[src/rtl/rvc_pkg.sv]
package rvc_pkg;

  typedef enum logic [1:0] {
    VC_PASS   = 2'd0,
    VC_SINGLE = 2'd1,
    VC_UNDIAG = 2'd2,
    VC_MULTI  = 2'd3
  } verdict_t;

  localparam logic [1:0] NO_TILE = 2'd3;
  localparam int unsigned NUM_TILES = 3;

  typedef struct packed {
    logic     mismatch;
    verdict_t code;
    logic [1:0] tile;
  } vote_t;

endpackage

[src/rtl/rvc_slot.sv]
module rvc_slot #(
  parameter int unsigned DATA_W = 32
) (
  input  logic              clk,
  input  logic              rst,
  input  logic              clr,
  input  logic              en,
  input  logic              vld,
  input  logic [DATA_W-1:0] din,
  input  logic              take,
  output logic              full,
  output logic [DATA_W-1:0] dout
);

  always_ff @(posedge clk) begin
    if (rst || clr) begin
      full <= 1'b0;
      dout <= '0;
    end else if (take) begin
      full <= 1'b0;
    end else if (en && vld && !full) begin
      full <= 1'b1;
      dout <= din;
    end
  end

endmodule

[src/rtl/rvc_vote.sv]
module rvc_vote
  import rvc_pkg::*;
#(
  parameter int unsigned DATA_W = 32
) (
  input  logic              three,
  input  logic [DATA_W-1:0] w0,
  input  logic [DATA_W-1:0] w1,
  input  logic [DATA_W-1:0] w2,
  output vote_t             res
);

  logic e01, e02, e12;

  always_comb begin
    e01 = (w0 == w1);
    e02 = (w0 == w2);
    e12 = (w1 == w2);
    res = '{mismatch: 1'b0, code: VC_PASS, tile: NO_TILE};
    if (!three) begin
      if (!e01) res = '{mismatch: 1'b1, code: VC_UNDIAG, tile: NO_TILE};
    end else if (e01 && e02) begin
      res = '{mismatch: 1'b0, code: VC_PASS, tile: NO_TILE};
    end else if (e12) begin
      res = '{mismatch: 1'b1, code: VC_SINGLE, tile: 2'd0};
    end else if (e02) begin
      res = '{mismatch: 1'b1, code: VC_SINGLE, tile: 2'd1};
    end else if (e01) begin
      res = '{mismatch: 1'b1, code: VC_SINGLE, tile: 2'd2};
    end else begin
      res = '{mismatch: 1'b1, code: VC_MULTI, tile: NO_TILE};
    end
  end

endmodule

[src/rtl/rvc_ctrl.sv]
module rvc_ctrl
  import rvc_pkg::*;
#(
  parameter int unsigned CNT_W = 16
) (
  input  logic             clk,
  input  logic             rst,
  input  logic             start,
  input  logic             three_in,
  input  logic [CNT_W-1:0] len_in,
  input  logic             all_full,
  input  vote_t            vres,
  output logic             busy,
  output logic             halt,
  output logic             done,
  output logic             three_q,
  output logic             consume,
  output verdict_t         code_q,
  output logic [1:0]       tile_q,
  output logic [CNT_W-1:0] idx_q
);

  logic [CNT_W-1:0] len_q;
  logic [CNT_W-1:0] cnt;
  logic             at_end;

  assign at_end  = (cnt == len_q);
  assign consume = busy && all_full && !at_end;

  always_ff @(posedge clk) begin
    if (rst) begin
      busy    <= 1'b0;
      halt    <= 1'b0;
      done    <= 1'b0;
      three_q <= 1'b0;
      len_q   <= '0;
      cnt     <= '0;
      code_q  <= VC_PASS;
      tile_q  <= 2'd0;
      idx_q   <= '0;
    end else if (start) begin
      busy    <= 1'b1;
      halt    <= 1'b0;
      done    <= 1'b0;
      three_q <= three_in;
      len_q   <= len_in;
      cnt     <= '0;
      code_q  <= VC_PASS;
      tile_q  <= 2'd0;
      idx_q   <= '0;
    end else if (busy) begin
      if (at_end) begin
        busy   <= 1'b0;
        done   <= 1'b1;
        code_q <= VC_PASS;
        tile_q <= NO_TILE;
        idx_q  <= cnt;
      end else if (all_full) begin
        if (vres.mismatch) begin
          busy   <= 1'b0;
          done   <= 1'b1;
          halt   <= 1'b1;
          code_q <= vres.code;
          tile_q <= vres.tile;
          idx_q  <= cnt;
        end else begin
          cnt <= cnt + 1'b1;
        end
      end
    end
  end

endmodule

[src/rtl/resp_vote_cmp.sv]
module resp_vote_cmp
  import rvc_pkg::*;
#(
  parameter int unsigned DATA_W = 32,
  parameter int unsigned CNT_W  = 16
) (
  input  logic                          clk,
  input  logic                          rst,
  input  logic                          start,
  input  logic                          three_tiles,
  input  logic [CNT_W-1:0]              test_len,
  input  logic [NUM_TILES-1:0]          tile_valid,
  input  logic [NUM_TILES*DATA_W-1:0]   tile_data,
  output logic [NUM_TILES-1:0]          tile_ready,
  output logic                          busy,
  output logic                          halt,
  output logic                          done,
  output logic [1:0]                    faulty_tile,
  output logic [CNT_W+5:0]              status
);

  localparam int unsigned ST_W = CNT_W + 6;

  logic [NUM_TILES-1:0] full;
  logic [NUM_TILES-1:0] active;
  logic [DATA_W-1:0]    held [NUM_TILES];
  logic                 three_q;
  logic                 consume;
  logic                 all_full;
  vote_t                vres;
  verdict_t             code_q;
  logic [1:0]           tile_q;
  logic [CNT_W-1:0]     idx_q;

  assign active = {three_q, 2'b11};

  for (genvar t = 0; t < NUM_TILES; t++) begin : g_slot
    rvc_slot #(.DATA_W(DATA_W)) u_slot (
      .clk  (clk),
      .rst  (rst),
      .clr  (start),
      .en   (busy && active[t]),
      .vld  (tile_valid[t]),
      .din  (tile_data[t*DATA_W +: DATA_W]),
      .take (consume),
      .full (full[t]),
      .dout (held[t])
    );
    assign tile_ready[t] = busy && active[t] && !full[t];
  end

  assign all_full = &(full | ~active);

  rvc_vote #(.DATA_W(DATA_W)) u_vote (
    .three (three_q),
    .w0    (held[0]),
    .w1    (held[1]),
    .w2    (held[2]),
    .res   (vres)
  );

  rvc_ctrl #(.CNT_W(CNT_W)) u_ctrl (
    .clk      (clk),
    .rst      (rst),
    .start    (start),
    .three_in (three_tiles),
    .len_in   (test_len),
    .all_full (all_full),
    .vres     (vres),
    .busy     (busy),
    .halt     (halt),
    .done     (done),
    .three_q  (three_q),
    .consume  (consume),
    .code_q   (code_q),
    .tile_q   (tile_q),
    .idx_q    (idx_q)
  );

  assign faulty_tile = tile_q;
  assign status = ST_W'({done, halt, code_q, tile_q, idx_q});

endmodule

[config.mk]
export PLATFORM = sky130hd
export DESIGN_NAME = resp_vote_cmp
export DESIGN_NICKNAME = d
export VERILOG_FILES = /design/src/rtl/rvc_pkg.sv /design/src/rtl/rvc_slot.sv /design/src/rtl/rvc_vote.sv /design/src/rtl/rvc_ctrl.sv /design/src/rtl/resp_vote_cmp.sv
export SDC_FILE = /design/constraint.sdc
export NUM_CORES = 1
export LEC_CHECK = 0
export BUFFER_PORTS_ARGS = -buffer_cell sky130_fd_sc_hd__buf_4
export CORE_ASPECT_RATIO = 0.7
export CORE_MARGIN = 4
export CORE_UTILIZATION = 40
export DETAILED_ROUTE_END_ITERATION = 12
export SLEW_MARGIN = 20
export SYNTH_ARGS = -nofsm -noshare
export SYNTH_HDL_FRONTEND = slang
export SYNTH_SLANG_ARGS = --single-unit
[constraint.sdc]
create_clock -name clk -period 4.32 [get_ports clk]
set_input_delay 0.432 -clock clk [delete_from_list [all_inputs] [get_ports clk]]
set_output_delay 0.432 -clock clk [all_outputs]
set_load 0.005 [all_outputs]
[After elaboration in Yosys (flattened, before gate mapping)]
Cells that the tools add are included.
Widths: inputs -> output; s select.
Cells by class
  add/subtract/negate cells: 1
  eq/ne operators: 4
  mux-type cells: 23
  bitwise logic cells: 5
  reduce and logical (&&, ||, !) cells: 29
Operator list (number)
  $eq 32x32->1: 3
  $mux 16: 3
  $mux 5: 5
  $add 16x1->16 const B: 1
  $eq 16x16->1: 1
  $logic_and 1x1->1: 13
  $mux 2: 6
  $reduce_and 6->1: 2
  $mux 1: 8
  $reduce_and 2->1: 3
  $reduce_and 3->1: 2
  $logic_not 1->1: 4
  $mux 4: 1
  $reduce_bool 2->1: 2
  $reduce_or 2->1: 2
  $not 1->1: 3
  $not 3->3: 1
  $or 3x3->3: 1
  $logic_or 1x1->1: 1
Storage, ports and cells
  register bits after elaboration: 155
  bits of input ports: 119
  output and inout port bits: 30
  word-level logic and storage cells: 77

[Depth between registers and ports, before layout]
Gate-level depths: netlist of run 1.
  depth in word-level cells: 11
  mapped depth: 9
  depth with buffers taken out: 7

[By module]
Synthesis of run 1 repeated with hierarchy kept, for this count alone.
Second synthesis, totals
  cell total of the unflattened synthesis: 913
  area, all modules: 9369.0 um^2
Modules (own cells, without submodules)
  rvc_slot: instances 3, cells an instance 150, area an instance 1774.2 um^2, seq. area each 660.6 um^2
  rvc_ctrl: instances 1, cells an instance 315, area an instance 2846.5 um^2, seq. area each 1121.1 um^2
  rvc_vote: instances 1, cells an instance 137, area an instance 1127.3 um^2, seq. area each 0.0 um^2
  resp_vote_cmp: instances 1, cells an instance 11, area an instance 72.6 um^2, seq. area each 0.0 um^2

[Least setup slack after synthesis of run 1]
OpenSTA, ideal clock, no wires.
  path kind: flip-flop to flip-flop
  start point: register g_slot[2].u_slot.dout[17]
  end point: register u_ctrl.cnt[15]
  setup time: 72 ps
  arrival time: 1869 ps
  required time: 4248 ps
  slack: 2379 ps
  cell stages (with the launch flop): 9
  path buffers: 1
  clock period less this slack: 1941 ps
  cell sequence: dfxtp_1 xnor2_1 nand4_1 nor4_2 a21bo_1 nand3_4 buf_6 nor4_1 mux2i_1
Between the ends
  word-level cells in the longest chain between the ends: 6
  elaborated cells on any way between the ends: 8
  classes of those cells: 2 x eq/ne; 3 x mux; 1 x bitwise; 2 x reduce/logical
Ends and longest elaborated chain
  from (decl): line rvc_slot.sv:12  | output logic [DATA_W-1:0] dout
  from (signal assigned): line rvc_slot.sv:23  | dout <= din;
  $eq 32x32->1, on equally long branches: line rvc_vote.sv:18, rvc_vote.sv:17
  $mux 5 or $logic_and 1x1->1 (tied branches): line rvc_vote.sv:24, rvc_vote.sv:22
  $mux 5 *: line rvc_vote.sv:22  | end else if (e01 && e02) begin
  $mux 5 *: line rvc_vote.sv:20  | if (!three) begin
  $not 1->1 (no source line) *
  $reduce_and 6->1 (no source line) *
  to (signal assigned): line rvc_ctrl.sv:67  | cnt <= cnt + 1'b1;
  to (decl): line rvc_ctrl.sv:24  | logic [CNT_W-1:0] cnt;
Mark *: on every way between the ends. The rest lies on a longest branch, timed or not.
A chain may end at the register's enable or synchronous reset.

[Worst setup path in the final report of run 1]
  start point: register g_slot[0].u_slot.dout[12]
  end point: register u_ctrl.cnt[12]
Between the ends
  word-level cells in the longest chain between the ends: 6
  elaborated cells on any way between the ends: 8
  classes of those cells: 2 x eq/ne; 3 x mux; 1 x bitwise; 2 x reduce/logical
Ends and longest elaborated chain (line)
  from (decl): rvc_slot.sv:12
  from (signal assigned): rvc_slot.sv:23
  $eq 32x32->1, on equally long branches: rvc_vote.sv:16, rvc_vote.sv:17
  $logic_and 1x1->1: rvc_vote.sv:22
  $mux 5: rvc_vote.sv:22
  $mux 5 *: rvc_vote.sv:20
  $not 1->1 (no source line) *
  $reduce_and 6->1 (no source line) *
Marks and branches as above.

==> results.py, run 1 <==
metrics = {
    "routing": {
        "drtAntennaViolNets": 0,
        "route.vias.total": 6178,
        "wl_um": 21900,
        "viasPerCell": 5.10,
        "first_pass_iters": 5,
        "drc": 0,
        "wl_per_cell_um": 18.1,
        "drt_iter0_markers": 507,
    },
    "global_route": {
        "grt_usage_pct": 22.3,
        "antenna_found_initial": 0,
        "grt_max_degree": 90,
        "grt_pass1_vias": 5765,
        "gr-total-overflow": 0,
        "grt_pass1_wl_um": 33300,
    },
    "clocking": {
        "root_buffer": "clkbuf_16",
        "numCtsBuffers": 17,
        "clockBufferDepth": 2,
        "htree_num_levels": 4,
        "cts_hold_buf": 0,
        "cts_resized": 0,
        "cts_tree": "done",
        "insertion_delay_ns": 0.42,
        "clk_pin_slew_worst_paths_ns": 0.07,
        "cts_sinks": 155,
        "cts_setup_buffers": 0,
    },
    "power": {
        "seq_power_share_pct": 44.6,
        "power.switching_w": 0.000819,
        "power-per-cell-area_nw_per_um2": 377,
        "vdd_drop_max_v": 0.000243,
        "power.share.clock_pct": 46.3,
        "leakagePower_nw": 3.37,
        "power.internal_w": 0.00249,
        "pwr-share-comb_pct": 9.1,
        "power_w": 0.00331,
        "switching_share_pct": 24.7,
    },
    "critical_path": {
        "required_ns": 4.66,
        "worstPathMaxFanout": 26,
        "crit_arrival_ns": 2.90,
        "crit_path_end_kind": "flip-flop",
        "start_kind": "flip-flop",
        "critPathKind": "reg -> reg",
    },
    "floorplan": {
        "die_area_um2": 19500,
        "fp.dieH_um": 118,
        "start_util_pct": 41.6,
        "core-area_um2": 16600,
        "io_pins": 149,
        "die_w_um": 165,
        "fp-row-count": 39,
    },
    "status": {
        "status": "finished clean",
    },
    "synth": {
        "synth-xor-area-share_pct": 14.4,
        "syn_area_per_cell_um2": 8.14,
        "synth-simple-area-share_pct": 22.8,
        "synth_compound_area_share_pct": 11.2,
        "muxShareOfSynthArea_pct": 2.89,
        "synth_nets": 970,
        "ys_warn_count": 0,
        "syn_inst": 850,
        "synth_top_family_by_area": "simple AND/OR/NAND/NOR gates",
        "synth_seq_area_share_pct": 44.9,
        "ys_ff_latch": 155,
        "synth-adder-area-share_pct": 0.181,
        "synth_area_um2": 6920,
        "synth-main-ff-cell": "dfxtp_1",
        "synthArstFlopShare_pct": 0,
        "synth_edf_count": 0,
        "synth_cell_types": 38,
    },
    "timing": {
        "fin_crit_sh_pct": 59.3,
        "maxSlewHeadroom_pct": 29.6,
        "hold_violations": 0,
        "fin_crit_ns": 2.56,
        "setup_viol": 0,
        "maxSlewViolCount": 0,
        "tightestPinTransition_ns": 1.06,
        "final.setup_skew_ns": 0.0149,
        "tns_ns": 0,
        "rsz0062_at_grt": "no",
        "max_freq_ghz": 0.391,
    },
    "hold_path": {
        "min_path_type": "in -> reg",
    },
    "cells_and_area": {
        "insertedDiodeCount": 0,
        "drive_gt1_share_pct": 20.3,
        "syn2layout_area_growth_pct": 26.8,
        "nets": 1093,
    },
    "placement": {
        "dp_hpwl_um": 16400,
        "port-buffer-count": 148,
        "routabilityCongestion": 0.881,
    },
    "job": {
        "maxCapViolCount": 0,
    },
}
==> metrics by stage <==
step	utilization (%)	std cells	area (um^2)	setup slack [ns]	hold slack [ns]
2_1_floorplan	-	850	6920	2.38	0.443
3_3_place_gp	49.0	1179	8160	1.82	0.443
3_5_place_dp	49.0	1179	8160	1.81	0.448
4_1_cts	52.7	1211	8770	1.78	0.236
5_1_grt	52.7	1211	8770	1.60	0.253
6_report	52.7	1211	8770	1.76	0.244
==> layout by cell type (no fill, tap or decap), types with 3 or more instances in the layout <==
master / Yosys / final
a21oi_1: 108 / 108
and2_1: 4 / 3
and3_1: 4 / 4
buf_4: 6 / 158
clkbuf_16: 0 / 17
clkinv_4: 0 / 4
dfxtp_1: 155 / 155
inv_1: 4 / 4
inv_6: 0 / 3
mux2i_1: 20 / 20
nand2_1: 232 / 232
nand3_1: 22 / 22
nand4_1: 24 / 24
nor2_1: 33 / 32
nor4_1: 13 / 13
o21ai_0: 23 / 23
o31ai_1: 4 / 4
or3_1: 7 / 7
or4_1: 6 / 6
xnor2_1: 81 / 81
xor2_1: 33 / 33
==> path summary, 6_finish.rpt <==
path / from / to / slack (ns) / depth (start not counted)
worst min register to register: u_ctrl.idx_q[13] / u_ctrl.idx_q[13] / 0.46 / 2
worst max register to register: g_slot[0].u_slot.dout[12] / u_ctrl.cnt[12] / 1.76 / 7
worst max-delay path: g_slot[0].u_slot.dout[12] / u_ctrl.cnt[12] / 1.76 / 7
worst min-delay path: three_tiles / u_ctrl.three_q / 0.24 / 3
==> cell type report <==
cell class | instances | area, um^2
multi-input cells | 637 | 3580
inverters | 4 | 15.0
flip-flops and latches | 155 | 3100
clock buffers | 19 | 453
fillers | 1603 | 7870
clock inverters | 13 | 156
repair buffers | 158 | 1190
well taps | 225 | 282
==> flip-flops by register name, indices dropped and copies added (netlist names) <==
register            cells
u_ctrl.halt             1
u_ctrl.cnt             16
u_ctrl.code_q           2
u_ctrl.tile_q           2
g_slot.u_slot.dout     96
u_ctrl.idx_q           16
u_ctrl.three_q          1
u_ctrl.len_q           16
g_slot.u_slot.full      3
u_ctrl.done             1
u_ctrl.busy             1
==> power by group through the flow <==
| stage | Combinational, W | Sequential, W | Clock, W |
|---|---|---|---|
| global placement | 0.000298 | 0.00151 | 0 |
| floorplan | 0.000156 | 0.00150 | 0 |
| detailed placement | 0.000298 | 0.00151 | 0 |
| CTS | 0.000299 | 0.00148 | 0.00155 |
| global route | 0.000325 | 0.00148 | 0.00161 |
| finish | 0.000300 | 0.00148 | 0.00153 |
==> synthesized netlist by cell type (4+ instances only) <==
library cell	number	area share (%)
nand2_1	232	13
dfxtp_1	155	45
a21oi_1	108	7.8
xnor2_1	81	10
clkbuf_1	38	2.1
nor2_1	33	1.8
xor2_1	33	4.2
nand4_1	24	2.2
o21ai_0	23	1.7
nand3_1	22	1.6
mux2i_1	20	2.9
nor4_1	13	1.2
buf_1	7	0.38
or3_1	7	0.63
buf_4	6	0.65
or4_1	6	0.65
and2_1	4	0.36
and3_1	4	0.36
inv_1	4	0.22
o31ai_1	4	0.43
==> routing by layer <==
layer	track usage (%)	up-vias	part of all wire, %	routed length [um]
li1	-	3094	-	-
met1	37.5	2834	53	11600
met2	26.7	239	36	7920
met3	6.55	11	10	2210
met4	4.52	0	0.56	123
met5	0	-	0	0
==> cells by family (layout without fill, tap and decap cells) <==
group,after synthesis,count (layout)
fa+ha+maj,1,1
compound gates,147,147
mux,20,20
simple gates,355,355
buf+inv,58,194
xor+xnor,114,114
flops,155,155
==> worst max-delay path: stages, from the launching register on <==
cell and delay [ns]:
dfxtp_1 0.34, xnor2_1 0.31, nand4_1 0.17, nor4_2 0.47, a21bo_1 0.23, nand3_4 0.24
or4_1 0.57, a21oi_1 0.14
(Power assumes the default switching activity.)
==> inputs of run 2 (changes only) <==
==> constraint.sdc (replaced) <==
create_clock -name clk -period 2.2 [get_ports clk]
set_input_delay 0.22 -clock clk [delete_from_list [all_inputs] [get_ports clk]]
set_output_delay 0.22 -clock clk [all_outputs]
set_load 0.005 [all_outputs]
==> results.py, run 2 (synthesis results as in run 1) <==
metrics = {
    "power": {
        "vdd_drop_max_v": 0.000347,
        "leakagePower_nw": 3.93,
        "power_w": 0.00677,
        "power-per-cell-area_nw_per_um2": 694,
    },
    "hold_path": {
        "min_path_type": "in -> reg",
    },
    "critical_path": {
        "critPathKind": "reg -> reg",
        "r2r-start": "g_slot[0].u_slot.dout[0]",
        "critPathLaunch": "g_slot[0].u_slot.dout[0]",
        "crit_path_end_kind": "flip-flop",
        "worstSetupEndpoint": "u_ctrl.cnt[8]",
        "worstPathMaxFanout": 10,
        "rr_worst_depth": 7,
        "required_ns": 2.56,
        "start_kind": "flip-flop",
        "r2r_slack_ns": -0.07,
        "crit_arrival_ns": 2.64,
        "worstReg2RegEnd": "u_ctrl.cnt[8]",
    },
    "clocking": {
        "insertion_delay_ns": 0.43,
        "clk_pin_slew_worst_paths_ns": 0.07,
        "cts_tree": "done",
        "numCtsBuffers": 17,
        "htree_num_levels": 4,
        "cts_hold_buf": 0,
        "clockBufferDepth": 2,
        "root_buffer": "clkbuf_16",
        "cts_sinks": 155,
    },
    "timing": {
        "maxSlewHeadroom_pct": 69.7,
        "maxSlewViolCount": 0,
        "tns_ns": -1.22,
        "max_freq_ghz": 0.440,
        "final.setup_skew_ns": 0.0129,
        "tightestPinTransition_ns": 0.455,
        "setup_viol": 32,
        "hold_violations": 0,
        "fin_crit_sh_pct": 103,
        "fin_crit_ns": 2.27,
        "worst_slack_ns": -0.0740,
        "rsz0062_at_grt": "yes",
    },
    "floorplan": {
        "fp-row-count": 39,
        "core-area_um2": 16600,
        "fp.dieH_um": 118,
        "die_w_um": 165,
        "io_pins": 149,
        "die_area_um2": 19500,
        "start_util_pct": 41.6,
    },
    "global_route": {
        "grt_pass1_vias": 6201,
        "grt_max_degree": 62,
        "grt_pass1_wl_um": 35800,
        "grt_usage_pct": 23.9,
        "gr-total-overflow": 0,
        "antenna_found_initial": 0,
    },
    "routing": {
        "first_pass_iters": 6,
        "viasPerCell": 5.09,
        "drt_iter0_markers": 622,
        "drtAntennaViolNets": 0,
        "drc": 0,
        "wl_um": 23700,
        "wl_per_cell_um": 18.1,
        "route.vias.total": 6660,
    },
    "cells_and_area": {
        "fillers": 1527,
        "top_register": "g_slot.u_slot.dout",
        "syn2layout_area_growth_pct": 41.2,
        "drive_gt1_share_pct": 30.3,
        "multi_input_area_um2": 3750,
        "layout_commonest_cell": "buf_4",
        "final_cell_mix": "buf_4, nand2_1, dfxtp_1, a21oi_1, xnor2_1",
        "seqCellArea_um2": 3120,
        "nets": 1191,
        "insertedDiodeCount": 0,
        "largest_register_ffs": 96,
    },
    "job": {
        "maxCapViolCount": 0,
    },
    "placement": {
        "port-buffer-count": 148,
        "dp_hpwl_um": 17500,
        "routabilityCongestion": 0.964,
    },
    "status": {
        "status": "finished with violations",
        "violations": "setup timing",
    },
}
## run 2: cell count changes in the layout (fill, tap and decap cells not counted), moves of 3 or more
cell	delta
nor4_2	+3
xnor2_1	-10
buf_12	+3
dfxtp_1	-13
buf_4	+90
dfxtp_2	+13
xnor2_2	+10
clkinv_4	-3
nor4_1	-5
## run 2: critical path: stages, from the launching register on
cell	delay [ns]
dfxtp_1	0.48
xor2_1	0.11
nor4_1	0.28
nand4_1	0.25
nor2_4	0.27
nand3_2	0.23
or4_1	0.52
nand2_1	0.08
## run 2: per-layer routing
layer	share of wire [%]	track usage [%]	routed length (um)	vias up
met5	0	0	0	-
met4	1.1	5.19	262	0
met3	11	5.25	2550	21
met2	36	28.0	8540	301
met1	52	41.7	12400	3045
li1	-	-	-	3293
## run 2: final cells by class
type                       count  share of cell area, %
multi-input combinational    639                   38.4
timing repair buffer         254                   20.2
inverter                       4                  0.154
clock inverter                12                   1.91
clock buffer                  19                   4.54
tap                          225                   2.88
sequential                   155                   31.9
## run 2: stage by stage
step / setup slack, ns / area (um^2) / instances / hold WS (ns) / util (%)
4_1_cts: -0.107 / 9600 / 1304 / 0.0225 / 57.7
3_3_place_gp: -0.148 / 8880 / 1270 / 0.449 / 53.4
2_1_floorplan: 0.259 / 6920 / 850 / 0.356 / -
6_report: -0.0740 / 9770 / 1308 / 0.0308 / 58.7
3_5_place_dp: -0.233 / 8880 / 1270 / 0.453 / 53.4
5_1_grt: -0.205 / 9770 / 1308 / 0.0275 / 58.7
## run 2: what timing repair did
item,4_1_cts,5_1_grt
setup buffers,1,2
cloned,2,2
pin swaps,5,14
setup endpoints to repair,16,36
resized for setup,15,26
## run 2: how the worst min path moves through the flow
stage	startpoint	to	depth (start not counted)
finish	tile_data[16]	g_slot[0].u_slot.dout[16]	3
global route	test_len[15]	u_ctrl.len_q[15]	3
CTS	test_len[15]	u_ctrl.len_q[15]	3
detailed placement	u_ctrl.idx_q[11]	u_ctrl.idx_q[11]	2
global placement	u_ctrl.idx_q[7]	u_ctrl.idx_q[7]	2
floorplan	tile_data[0]	g_slot[0].u_slot.dout[0]	2
## run 2: power by group
group | switching (W) | total [W] | internal (W)
clock | 0.00122 | 0.00316 | 0.00194
sequential | 0.0000438 | 0.00290 | 0.00285
combinational | 0.000370 | 0.000722 | 0.000352
==> inputs of run 3 (changes only) <==
--- a/config.mk
+++ b/config.mk
@@ -9,6 +9,7 @@
 export CORE_ASPECT_RATIO = 0.7
 export CORE_MARGIN = 4
 export CORE_UTILIZATION = 40
+export CTS_CLUSTER_SIZE = 24
 export DETAILED_ROUTE_END_ITERATION = 12
 export SLEW_MARGIN = 20
 export SYNTH_ARGS = -nofsm -noshare
==> constraint.sdc (replaced) <==
create_clock -name clk -period 1.8 [get_ports clk]
set_input_delay 0.18 -clock clk [delete_from_list [all_inputs] [get_ports clk]]
set_output_delay 0.18 -clock clk [all_outputs]
set_load 0.005 [all_outputs]
==> results.py, run 3 (synthesis results as in run 1) <==
metrics = {
    "status": {
        "status": "finished with violations",
        "violations": "setup timing",
    },
    "critical_path": {
        "crit_path_end_kind": "flip-flop",
        "required_ns": 2.17,
        "cp_cell_sequence": "xnor2_2, nand4_1, nor4_4, a21bo_2, nand3_4, or4_4, a21oi_2",
        "critPathKind": "reg -> reg",
        "crit_arrival_ns": 2.65,
        "cpPeakStageDelay_ns": 0.55,
        "start_kind": "flip-flop",
        "worst-path-buf-inv": 0,
        "worstPathMaxFanout": 7,
        "cp_top_family": "simple AND/OR/NAND/NOR gates",
        "slowest_stage": "or4_4",
    },
    "cells_and_area": {
        "instances_no_fill": 1392,
        "syn2layout_area_growth_pct": 54.0,
        "top_register": "g_slot.u_slot.dout",
        "nets": 1274,
        "layout_commonest_cell": "buf_4",
        "drive_gt1_share_pct": 33.3,
        "insertedDiodeCount": 0,
        "postLayoutCoreUtil_pct": 64.0,
        "largest_register_ffs": 96,
        "final_cell_mix": "buf_4, nand2_1, dfxtp_1, a21oi_1, xnor2_1",
    },
    "hold_path": {
        "min_path_type": "in -> reg",
    },
    "clocking": {
        "clockBufferDepth": 2,
        "cts_tree": "done",
        "clk_pin_slew_worst_paths_ns": 0.07,
        "htree_num_levels": 4,
        "cts_sinks": 155,
        "insertion_delay_ns": 0.43,
        "numCtsBuffers": 17,
        "root_buffer": "clkbuf_16",
    },
    "floorplan": {
        "fp-row-count": 39,
        "die_w_um": 165,
        "core-area_um2": 16600,
        "io_pins": 149,
        "start_util_pct": 41.6,
        "die_area_um2": 19500,
        "fp.dieH_um": 118,
    },
    "job": {
        "maxCapViolCount": 0,
    },
    "routing": {
        "wl_met1_um": 13100,
        "maxUsedRoutingLayer": "met4",
        "route.vias.total": 6897,
        "drc": 0,
        "first_pass_iters": 5,
        "viasPerCell": 4.95,
        "drt_iter0_markers": 689,
        "wl_met2_um": 9020,
        "route.met3.wl_um": 2370,
        "wl_per_cell_um": 17.7,
        "wl_um": 24700,
        "drtAntennaViolNets": 0,
    },
    "power": {
        "power.internal_w": 0.00613,
        "switching_share_pct": 26.2,
        "leakagePower_nw": 4.38,
        "power.switching_w": 0.00218,
        "pwr-share-comb_pct": 12.3,
        "power.share.clock_pct": 45.2,
        "vdd_drop_max_v": 0.000446,
        "seq_power_share_pct": 42.5,
        "power-per-cell-area_nw_per_um2": 780,
    },
    "timing": {
        "tightestPinTransition_ns": 0.417,
        "fin_crit_sh_pct": 127,
        "final.setup_skew_ns": 0.0123,
        "hold_violations": 0,
        "maxSlewHeadroom_pct": 72.2,
        "max_freq_ghz": 0.437,
        "setup_viol": 39,
        "hold-worst-slack_ns": 0.00495,
        "worst_slack_ns": -0.486,
        "rsz0062_at_grt": "yes",
        "fin_crit_ns": 2.29,
        "maxSlewViolCount": 0,
    },
    "placement": {
        "port-buffer-count": 148,
        "dp_cells": 1299,
        "dp_hpwl_um": 18000,
        "pre_cts_ws_ns": -0.532,
        "routabilityCongestion": 0.902,
    },
    "global_route": {
        "grt_usage_pct": 24.9,
        "gr-total-overflow": 0,
        "antenna_found_initial": 0,
        "grt_pass1_vias": 6515,
        "grt_pass1_wl_um": 37100,
        "grt_max_degree": 56,
    },
}
[run 3: cell count changes in the layout (fill, tap and decap cells not counted), sizes merged]
cell	previous run	this run
bufinv	4	2
clkinv	1	4
nand3	25	24
clkinvlp	3	0
dlygate4sd3	0	49
clkbuf	20	17
inv	8	13
buf	253	289
[run 3: final timing paths]
path,end,slack [ns],from,depth (start not counted)
hold reg to reg,u_ctrl.idx_q[4],0.45,u_ctrl.idx_q[4],2
hold / removal,g_slot[2].u_slot.dout[2],0.005,tile_data[66],3
setup / recovery,u_ctrl.cnt[13],-0.49,g_slot[0].u_slot.dout[5],7
setup reg to reg,u_ctrl.cnt[13],-0.49,g_slot[0].u_slot.dout[5],7
[run 3: final cells by class]
cell class                      instances  area (um^2)
Tap cell                              225          282
Sequential cell                       155         3140
Multi-Input combinational cell        638         3780
Fill cell                            1405         5990
Inverter                                4         15.0
Clock inverter                         15          179
Timing Repair Buffer                  338         2830
Clock buffer                           17          425
[run 3: worst reg2reg max path: stages, from the launching register on]
cell and delay (ns):
dfxtp_2 0.34, xnor2_2 0.22, nand4_1 0.24, nor4_4 0.36, a21bo_2 0.26, nand3_4 0.14, or4_4 0.55, a21oi_2 0.12
[run 3: per-layer routing]
layer | global-route usage [%] | up-vias
li1 | - | 3453
met2 | 29.9 | 276
met1 | 41.8 | 3155
met5 | 0 | -
met4 | 4.83 | 0
met3 | 7.46 | 13
[run 3: power by group through the flow]
stage / logic [W] / clock network (W) / registers, W
floorplan: 0.000377 / 0 / 0.00360
global placement: 0.000864 / 0 / 0.00361
detailed placement: 0.000865 / 0 / 0.00361
CTS: 0.000989 / 0.00377 / 0.00353
global route: 0.00109 / 0.00394 / 0.00354
finish: 0.00102 / 0.00375 / 0.00354
[run 3: repair_timing]
item                                   in CTS  in global routing
gates cloned                                3                  0
hold buffers                               46                  3
endpoints found under the hold margin      46                  3
gates resized for setup                    38                 23
setup endpoints to repair                  39                 42
pin swaps                                  16                 13
setup buffers                               8                  3
[run 3: stage by stage]
stage | setup TNS (ns) | total power, W | instance area [um^2]
final | -15.41 | 0.00831 | 10700
after detailed placement | -13.88 | 0.00447 | 9190
after floorplan | -0.396 | 0.00398 | 6970
after global routing | -18.49 | 0.00857 | 10700
after CTS | -12.60 | 0.00829 | 10500
after global placement | -13.53 | 0.00447 | 9190
